## src/rtl/fsk_id_demod.sv

```systemverilog
module fsk_id_demod #(
  parameter int SAMPLE_HZ      = 2_000_000,
  parameter int TONE_SLOW_HZ   = 123_200,
  parameter int TONE_FAST_HZ   = 134_200,
  parameter int CYCLES_PER_BIT = 16
) (
  input  logic        clk,
  input  logic        rst_n,
  input  logic        sample_en,
  input  logic        comp_in,
  output logic        frame_valid,
  output logic [63:0] data_word,
  output logic [15:0] crc_word,
  output logic        rw_tag,
  output logic        ident_ok
);
  localparam int SLOW_CNT = (CYCLES_PER_BIT * SAMPLE_HZ) / TONE_SLOW_HZ;
  localparam int FAST_CNT = (CYCLES_PER_BIT * SAMPLE_HZ) / TONE_FAST_HZ;
  localparam int MARGIN   = (SLOW_CNT - FAST_CNT + 1) / 2;
  localparam int SPAN_MAX = SLOW_CNT + MARGIN;
  localparam int SPAN_W   = $clog2(SPAN_MAX + 1);
  localparam int EDGE_W   = $clog2(CYCLES_PER_BIT);
  localparam int WIN_W    = 128;

  logic              prev_s;
  logic [EDGE_W-1:0] edge_cnt;
  logic [SPAN_W-1:0] span;
  logic [WIN_W-1:0]  win;

  wire rise   = sample_en & ~prev_s & comp_in;
  wire decide = rise && (edge_cnt == EDGE_W'(CYCLES_PER_BIT - 1));

  wire [SPAN_W-1:0] meas = (span == SPAN_W'(SPAN_MAX)) ? span : span + 1'b1;

  wire is_one  = (meas > SPAN_W'(SLOW_CNT - MARGIN)) && (meas < SPAN_W'(SLOW_CNT + MARGIN));
  wire is_zero = (meas > SPAN_W'(FAST_CNT - MARGIN)) && (meas < SPAN_W'(FAST_CNT + MARGIN));

  wire [WIN_W-1:0] win_next = (is_one | is_zero) ? {is_one, win[WIN_W-1:1]} : '0;

  wire hit = decide
          && (win_next[22:0] == 23'h7E0000)
          && (win_next[23:16] == win_next[111:104]);

  always_ff @(posedge clk) begin
    if (!rst_n) begin
      prev_s      <= 1'b1;
      edge_cnt    <= '0;
      span        <= '0;
      win         <= '0;
      frame_valid <= 1'b0;
      data_word   <= '0;
      crc_word    <= '0;
      rw_tag      <= 1'b0;
      ident_ok    <= 1'b0;
    end else begin
      frame_valid <= hit;
      if (sample_en) begin
        prev_s <= comp_in;
        if (decide)                         span <= '0;
        else if (span != SPAN_W'(SPAN_MAX)) span <= span + 1'b1;
        if (rise) edge_cnt <= decide ? '0 : edge_cnt + 1'b1;
        if (decide) win <= hit ? '0 : win_next;
      end
      if (hit) begin
        data_word <= win_next[87:24];
        crc_word  <= win_next[103:88];
        rw_tag    <= win_next[111];
        ident_ok  <= win_next[111] && (win_next[126:112] == win_next[38:24]);
      end
    end
  end
endmodule


```

## config.mk

```make
export PLATFORM = sky130hd
export DESIGN_NAME = fsk_id_demod
export DESIGN_NICKNAME = d
export VERILOG_FILES = /design/src/rtl/fsk_id_demod.sv
export SDC_FILE = /design/constraint.sdc
export NUM_CORES = 1
export LEC_CHECK = 0
export ABC_AREA = 1
export BUFFER_PORTS_ARGS = -buffer_cell sky130_fd_sc_hd__buf_2
export CAP_MARGIN = 10
export CELL_PAD_IN_SITES_DETAIL_PLACEMENT = 0
export CELL_PAD_IN_SITES_GLOBAL_PLACEMENT = 1
export CORE_AREA = 5 5 141 156
export DETAILED_ROUTE_END_ITERATION = 8
export DIE_AREA = 0 0 146 161
export PLACE_DENSITY_LB_ADDON = 0.25
export SYNTH_ARGS = -nofsm -noshare
export SYNTH_HDL_FRONTEND = slang
export SYNTH_SLANG_ARGS = --single-unit
export TNS_END_PERCENT = 1
```

## constraint.sdc

```tcl
create_clock -name clk -period 6.1 [get_ports clk]
set_input_delay 0.61 -clock clk [delete_from_list [all_inputs] [get_ports clk]]
set_output_delay 0.61 -clock clk [all_outputs]
set_load 0.05 [all_outputs]
```

==> After elaboration in Yosys (flattened, before gate mapping) <==
Index checks and enable logic that the tools add are counted.
{ "totals": {"input_bits": 4, "reg_bits": 225} }
{ "op_classes": {"eq_ne": 6, "bitwise": 4, "addsub": 2, "mux": 6, "reduce_logical": 10, "magnitude_cmp": 4} }
{ "ops": {"columns": ["op", "count"], "rows": [
  ["$mux W128", 2],
  ["$mux W9", 3],
  ["$eq A23 B23 Y1 const B", 1],
  ["$gt A9 B8 Y1 const B", 2],
  ["$eq A15 B15 Y1", 1],
  ["$add A9 B1 Y9 const B", 1],
  ["$eq A9 B9 Y1 const B", 1],
  ["$lt A9 B8 Y1 const B", 1],
  ["$lt A9 B9 Y1 const B", 1],
  ["$ne A9 B9 Y1 const B", 1],
  ["$eq A8 B8 Y1", 1],
  ["$logic_and A1 B1 Y1", 6],
  ["$reduce_and A2 Y1", 3],
  ["$add A4 B1 Y4 const B", 1],
  ["$eq A4 B4 Y1 const B", 1],
  ["$mux W4", 1],
  ["$and A1 B1 Y1", 2],
  ["$reduce_bool A2 Y1", 1],
  ["$not A1 Y1", 1],
  ["$or A1 B1 Y1", 1]
]} }

==> Depth between registers and ports, before layout <==
Gate-level depths: netlist (run 1).
{ "depth": {"depth_word": 10, "ltp_mapped": 17} }

==> Least setup slack after synthesis (run 1) <==
No wires, ideal clock.
{ "synth_path": {"kind": "in2reg", "startpoint": "in sample_en", "endpoint": "reg win[119]", "setup_time_ps": 113, "path_slack_ps": 3989, "required_ps": 5987, "cell_stages": 13, "path_buffers": 2, "t_arrival_ps": 1998, "path_cell_list": "nand2_1 > nor2_1 > inv_2 > nor3_2 > nand2_1 > nor2_1 > nand3_2 > nand2_2 > inv_2 > buf_6 > buf_6 > nand3_1 > nand2_1"} }
{ "synth_via": {"elab_chain_cells": 6, "elab_cells_between_ends": 7, "classes_between": "1 x mux; 2 x bitwise; 4 x reduce/logical"} }
{ "synth_rtl": {"columns": ["element", "line", "text"], "rows": [
  ["start: declaration", "9", "input logic sample_en,"],
  ["$and A1 B1 Y1 (2 in series)", "30", "wire rise = sample_en & ~prev_s & comp_in;"],
  ["$logic_and A1 B1 Y1", "31", "wire decide = rise && (edge_cnt == EDGE_W'(CYCLES_PER_BIT - 1));"],
  ["$logic_and A1 B1 Y1", "41", "&& (win_next[22:0] == 23'h7E0000)"],
  ["$logic_and A1 B1 Y1", "42", "&& (win_next[23:16] == win_next[111:104]);"],
  ["$mux W128", "62", "if (decide) win <= hit ? '0 : win_next;"],
  ["end signal: assignment", "62", null],
  ["end: declaration", "28", "logic [WIN_W-1:0] win;"]
]} }
Parallel ways exist; a longest one is shown, timed or not.
A chain may end at the register's enable or synchronous reset.

==> Worst setup path after layout (run 1) <==
{ "layout_path": {"startpoint": "reg edge_cnt[0]", "endpoint": "reg data_word[51]"} }
{ "layout_via": {"elab_chain_cells": 4} }
{ "layout_rtl": {"columns": ["element", "line", "text"], "rows": [
  ["start: declaration", "26", "logic [EDGE_W-1:0] edge_cnt;"],
  ["start signal: assignment", "61", "if (rise) edge_cnt <= decide ? '0 : edge_cnt + 1'b1;"],
  ["$eq A4 B4 Y1", "31", null],
  ["$logic_and A1 B1 Y1", "31", null],
  ["$logic_and A1 B1 Y1", "41", null],
  ["$logic_and A1 B1 Y1", "42", null],
  ["end signal: assignment", "65", "data_word <= win_next[87:24];"],
  ["end: declaration", "12", "output logic [63:0] data_word,"]
]} }
No other way between the ends.

==> results of run 1 <==
## layer usage
metal	routed length [µm]	GRT usage, %	vias up
met5	0	0	-
met4	277	3.64	0
met3	979	3.25	20
met2	10300	31.7	115
met1	11400	27.1	3664
li1	-	-	4146
## synthesized netlist by cell type, drive strengths merged, types with 3 or more instances
library cell    n  area, µm²
dfxtp         224       4480
nand3b         56        420
nand4          12       75.1
inv           102        383
o22ai          44        275
buf            56        320
nand2         450       1690
or2             3       18.8
xnor2          15        131
clkbuf         34        128
nand3         109        556
ha              4       50.1
o21ai          49        245
nor3            3       20.0
o211ai          3       22.5
xor2            6       52.6
nor2           27        104
a21oi          46        230
and3           15       93.8
nor4            6       37.5
## sequential cells by signal, summed over array words and instances (netlist names)
| name | count |
|---|---|
| win | 127 |
| data_word | 64 |
| crc_word | 16 |
| span | 9 |
| edge_cnt | 4 |
| frame_valid | 1 |
| ident_ok | 1 |
| prev_s | 1 |
| rw_tag | 1 |
## power breakdown
group / leakage, nW / switching (mW) / total [mW] / internal (mW)
Sequential: 1.80 / 0.00541 / 1.47 / 1.47
Clock: 0.397 / 0.573 / 1.50 / 0.930
Combinational: 2.61 / 0.0409 / 0.0508 / 0.00986
## worst paths after layout
path,start,endpoint,slack (ns),cells after the start
max reg2reg,edge_cnt[0],data_word[51],2.89,10
max,edge_cnt[0],data_word[51],2.89,10
min,comp_in,prev_s,0.34,3
min reg2reg,win[79],win[79],0.45,2
## critical path, cell delays in order, from the launching register on
cell and delay [ns]:
dfxtp_1 0.37, ha_1 0.16, inv_1 0.05, nor3_2 0.18, nand2_1 0.45, nor2_1 0.45
nand3_4 0.35, inv_2 0.13, nand2_1 0.33, buf_4 0.43, o21ai_0 0.20
## cell families after synthesis
kind of cell,after synthesis,share of synthesized area (%)
AO/OA/AOI/OAI,144,8.41
XOR/XNOR,21,1.97
adder cells (fa/ha/maj),4,0.535
buffers and inverters,192,8.88
flip-flops,224,47.9
AND/OR/NAND/NOR,681,32.3
## metrics by stage
| stage | hold slack (ns) | total power, mW | util, % | area, µm² | setup WS (ns) |
|---|---|---|---|---|---|
| 2_1_floorplan | 0.427 | 1.54 | - | 9360 | 3.99 |
| 3_3_place_gp | 0.438 | 1.55 | 48.2 | 9780 | 2.58 |
| 3_5_place_dp | 0.439 | 1.55 | 48.2 | 9780 | 2.45 |
| 4_1_cts | 0.323 | 3.06 | 52.2 | 10600 | 2.89 |
| 5_1_grt | 0.354 | 3.13 | 52.2 | 10600 | 2.49 |
| 6_report | 0.338 | 3.03 | 52.2 | 10600 | 2.89 |
## area by class of cell
type | instances | area [µm²] | share of cell area (%)
clock buffer | 34 | 669 | 6.32
clock inverter | 8 | 140 | 1.32
inverter | 102 | 383 | 3.61
multi-input combinational | 850 | 4060 | 38.3
sequential | 224 | 4480 | 42.3
tap | 256 | 320 | 3.02
timing repair buffer | 99 | 534 | 5.04
==> summary.txt, run 1 <==
Status
  – Status: finished clean

Setup path
  – Setup Crit Path Kind: reg2reg
  – Max Fanout on Critical Path: 28
  – Crit start category: flip-flop
  – CP Data Required Time: 6.52 ns
  – Crit end category: flip-flop
  – Worst Path Arrival: 3.63 ns

Timing
  – Fmax: 0.312 GHz
  – Final hold viol count: 0
  – Final Max Slew Viols: 0
  – Worst slew pin tran: 1.06 ns
  – Final period utilization: 52.6%
  – RSZ-0062 raised after global routing: no
  – Setup TNS after final layout: 0 ns
  – Clock Skews: 0.00948 ns
  – Minimum clock period: 3.21 ns
  – Slew margin rel.: 29.4%
  – Final setup vio count: 0

Job
  – Max_cap viols: 0

Floorplan
  – Core area: 20,300 µm²
  – Num rows: 55
  – Width of the chip: 146 µm
  – Initial Util: 46.1%
  – I/O pins: 87
  – Die Ht: 161 µm
  – Die Area: 23,500 µm²

Finish
  – Cell Count, Final, Fillers Out: 1,573
  – Commonest cells after routing, fill and taps aside: nand2_1, dfxtp_1, nand3_1, inv_1, buf_2
  – Ratio of cells with drive above 1 in the final layout: 11.3%
  – Area growth from synthesis to layout: 13.2%
  – Layout fillers: 2,034
  – Final nets: 1,309
  – Most common cell after layout, fill and taps aside: nand2_1
  – Antenna Cells: 0

Global route
  – GRT Total Usage: 19.3%
  – Initial antenna violation count: 0
  – Total grt overflow: 0
  – Vias in the first global route: 7,740
  – Largest net degree at the start of global routing: 114
  – First-pass GRT wire length: 38,800 µm

Power
  – Peak VDD IR: 0.176 mV
  – P_leak: 4.81 nW
  – Power per cell area: 286 nW/µm²

Synthesis
  – Post-Syn Nets: 1,274
  – FF+latch count, synth: 224
  – Post-synthesis sequential area ratio: 47.9%
  – YS warnings: 0
  – Cells after Synth: 1,266
  – Mapped Avg Cell Area: 7.39 µm²
  – Async S/R FF share, synth: 0%
  – Count of unique library cells instantiated by Yosys: 31
  – Top_reg_cell synth: dfxtp_1
  – EDFF count, synth: 0
  – Synthesized area: 9360 µm²

Routing
  – Wire per inst: 14.6 µm
  – Drt first-iter violations: 510
  – Post-route DRC violation count: 0
  – DR vias/cell: 5.05
  – Post-Route WL: 23,000 µm
  – ANT nets after route: 0
  – Via count: 7,945
  – First-pass DRT Iterations: 5

Clock tree
  – CTS tree: yes
  – Clock sink total: 224
  – Hold Buf Count CTS: 0
  – Post_cts resized: 0
  – Post-CTS setup buffers: 0
  – Num CTS Buffers: 24
  – Root Driver: clkbuf_16
  – CTS max path bufs: 3
  – Reg clk slew, reported paths: 0.06 ns
  – Htree depth: 1
  – Worst-Skew Late Latency: 0.50 ns

Placed design
  – Post-DP HPWL: 13,600 µm
  – Cells after DPL: 1,531
  – Port Buffer Count: 86
  – RD Place Congestion: 0.814

Min path
  – Hold Crit Class: in2reg
No activity file was read; power rests on OpenSTA's default activity.
==> run 2: changes to the inputs <==
--- a/config.mk
+++ b/config.mk
@@ -10,9 +10,9 @@
 export CAP_MARGIN = 10
 export CELL_PAD_IN_SITES_DETAIL_PLACEMENT = 0
 export CELL_PAD_IN_SITES_GLOBAL_PLACEMENT = 1
-export CORE_AREA = 5 5 141 156
+export CORE_AREA = 5 5 147 163
 export DETAILED_ROUTE_END_ITERATION = 8
-export DIE_AREA = 0 0 146 161
+export DIE_AREA = 0 0 152 168
 export PLACE_DENSITY_LB_ADDON = 0.25
 export SYNTH_ARGS = -nofsm -noshare
 export SYNTH_HDL_FRONTEND = slang
==> constraint.sdc (replaced) <==
create_clock -name clk -period 3.06 [get_ports clk]
set_input_delay 0.306 -clock clk [delete_from_list [all_inputs] [get_ports clk]]
set_output_delay 0.306 -clock clk [all_outputs]
set_load 0.05 [all_outputs]
==> summary.txt, run 2 (synthesis results as in run 1) <==
Routing
  – DR vias/cell: 4.98 (-1.4%)
  – First-pass DRT Iterations: 5 (unchanged)
  – Via count: 8,065 (+1.5%)
  – Met1 WL: 11,400 µm (-0.33%)
  – Post-route DRC violation count: 0 (unchanged)
  – DR top layer: met4
  – Met2 routed WL: 10,400 µm (+1.4%)
  – Met3 routed WL: 1050 µm (+7.7%)
  – ANT nets after route: 0 (unchanged)
  – Post-Route WL: 23,200 µm (+1.1%)
  – Wire per inst: 14.3 µm (-1.8%)
  – Drt first-iter violations: 468 (-8.2%)

Status
  – Status: finished clean

Power
  – Switching share of total power: 21.1% (+0.58 points)
  – Peak VDD IR: 0.364 mV (+110%)
  – Internal Power: 4.72 mW (+96%)
  – P_leak: 4.85 nW (+0.88%)
  – Clock power share: 49.2% (-0.5 points)
  – Combinational power share: 1.8% (about the same)
  – Power per cell area: 557 nW/µm² (+95%)
  – Psw: 1.26 mW (+100%)
  – Sequential Power Share: 49.0% (+0.4 points)
  – Pwr Total: 5.98 mW (+98%)

Finish
  – Most common cell after layout, fill and taps aside: nand2_1
  – Biggest regs: win x127, data_word x64, crc_word x16
  – Most flops, register: win
  – Area growth from synthesis to layout: 14.7%
  – Max reg flops: 127 (unchanged)
  – Commonest cells after routing, fill and taps aside: nand2_1, dfxtp_1, nand3_1, inv_1, buf_2
  – Ratio of cells with drive above 1 in the final layout: 12.2% (+0.91 points)
  – Final nets: 1,316 (+0.53%)
  – Antenna Cells: 0 (unchanged)

Setup path
  – Crit start category: flip-flop
  – CP Data Required Time: 3.48 ns (-3.04 ns)
  – Setup Crit Path Kind: reg2reg
  – FF-to-FF Start: span[1]
  – Max Fanout on Critical Path: 41 (+46%)
  – Critical path origin: span[1]
  – Worst Path Arrival: 3.17 ns (-0.46 ns)
  – R2R Path End: data_word[57]
  – Crit end category: flip-flop
  – CP endpoint: data_word[57]
  – R2R Setup Slk: 0.31 ns (-2.58 ns)
  – R2r worst-path depth: 14 (+4)

Floorplan
  – Die Area: 25,500 µm² (+8.6%)
  – I/O pins: 87 (unchanged)
  – Core area: 22,000 µm² (+8.2%)
  – Num rows: 57 (+3.6%)
  – Initial Util: 42.6% (-3.5 points)
  – Width of the chip: 152 µm (+4.1%)
  – Die Ht: 168 µm (+4.3%)

Timing
  – Final setup vio count: 0 (unchanged)
  – Final hold viol count: 0 (unchanged)
  – Slew margin rel.: 32.8% (+3.4 points)
  – Setup TNS after final layout: 0 ns (unchanged)
  – Final period utilization: 89.9% (+37 points)
  – Final Max Slew Viols: 0 (unchanged)
  – Fmax: 0.364 GHz (+17%)
  – RSZ-0062 raised after global routing: no
  – Minimum clock period: 2.75 ns (-0.460 ns)
  – Clock Skews: 0.0107 ns (+0.00127 ns)
  – Worst slew pin tran: 1.01 ns (-0.0537 ns)

Global route
  – Initial antenna violation count: 0 (unchanged)
  – Total grt overflow: 0 (unchanged)
  – Vias in the first global route: 7,542 (-2.6%)
  – GRT Total Usage: 17.6% (-1.7 points)
  – First-pass GRT wire length: 38,700 µm (-0.37%)
  – Largest net degree at the start of global routing: 105 (-7.9%)

Clock tree
  – Post-CTS setup buffers: 0 (unchanged)
  – Hold Buf Count CTS: 0 (unchanged)
  – Worst-Skew Late Latency: 0.51 ns (about the same)
  – Clock sink total: 224 (unchanged)
  – Post_cts resized: 0 (unchanged)
  – CTS max path bufs: 3 (unchanged)
  – Reg clk slew, reported paths: 0.06 ns (about the same)
  – CTS tree: yes
  – Num CTS Buffers: 24 (unchanged)
  – Root Driver: clkbuf_16
  – Htree depth: 1 (unchanged)

Placed design
  – Port Buffer Count: 86 (unchanged)
  – RD Place Congestion: 0.862 (+5.9%)
  – Post-DP HPWL: 14,100 µm (+3.7%)

Job
  – Max_cap viols: 0 (unchanged)

Min path
  – Hold Crit Class: in2reg
## run 2: cell count changes in the layout (fill, tap and decap cells not counted), sizes merged
cell	change
clkinvlp	+2
clkinv	+2
buf	+7
bufinv	-2
clkbuf	-1
## run 2: stage by stage
step / setup slack (ns) / instance area, µm² / hold slack [ns] / utilization, % / std cells
after floorplan: 0.985 / 9360 / 0.427 / - / 1266
after global placement: 0.434 / 9920 / 0.440 / 45.2 / 1577
after detailed placement: 0.326 / 9920 / 0.440 / 45.2 / 1577
after CTS: 0.316 / 10700 / 0.0170 / 48.9 / 1620
after global routing: 0.0169 / 10700 / 0.0624 / 48.9 / 1620
final: 0.310 / 10700 / 0.0397 / 48.9 / 1620
## run 2: worst min path at each step
stage	startpoint	slack, ns	cells past startpoint	endpoint
6_report	comp_in	0.04	3	prev_s
5_1_grt	comp_in	0.06	3	prev_s
3_5_place_dp	win[71]	0.44	2	win[71]
4_1_cts	comp_in	0.02	3	prev_s
3_3_place_gp	win[61]	0.44	2	win[61]
2_1_floorplan	win[101]	0.43	2	win[101]
## run 2: cell type report
type	count	area [µm²]
repair buffers	106	624
fillers	2333	11200
clock buffers	33	706
well taps	295	369
clock inverters	10	105
inverters	102	383
multi-input cells	850	4060
flip-flops and latches	224	4480
## run 2: worst max-delay path, cell delays in order, from the launching register on
cell and delay [ns]:
dfxtp_1 0.44, ha_1 0.26, nand3_1 0.13, nor2_1 0.12, nand2_1 0.06, nand2_1 0.10
nand2_1 0.06, nor2_1 0.14, nand3b_1 0.15, nand3_4 0.16, nand3_4 0.11, inv_2 0.29
nand2_1 0.08, buf_4 0.32, o21ai_0 0.23
## run 2: routing by layer
metal | track usage (%) | vias to the layer above
li1 | - | 4170
met1 | 24.1 | 3727
met2 | 29.2 | 140
met3 | 3.13 | 28
met4 | 3.79 | 0
met5 | 0 | -
## run 2: power groups by stage
stage / Sequential, mW / Combinational, mW / Clock (mW)
2_1_floorplan: 2.99 / 0.0831 / 0
5_1_grt: 2.93 / 0.121 / 3.14
6_report: 2.93 / 0.108 / 2.94
3_3_place_gp: 3.00 / 0.110 / 0
3_5_place_dp: 3.00 / 0.109 / 0
4_1_cts: 2.93 / 0.109 / 3.02
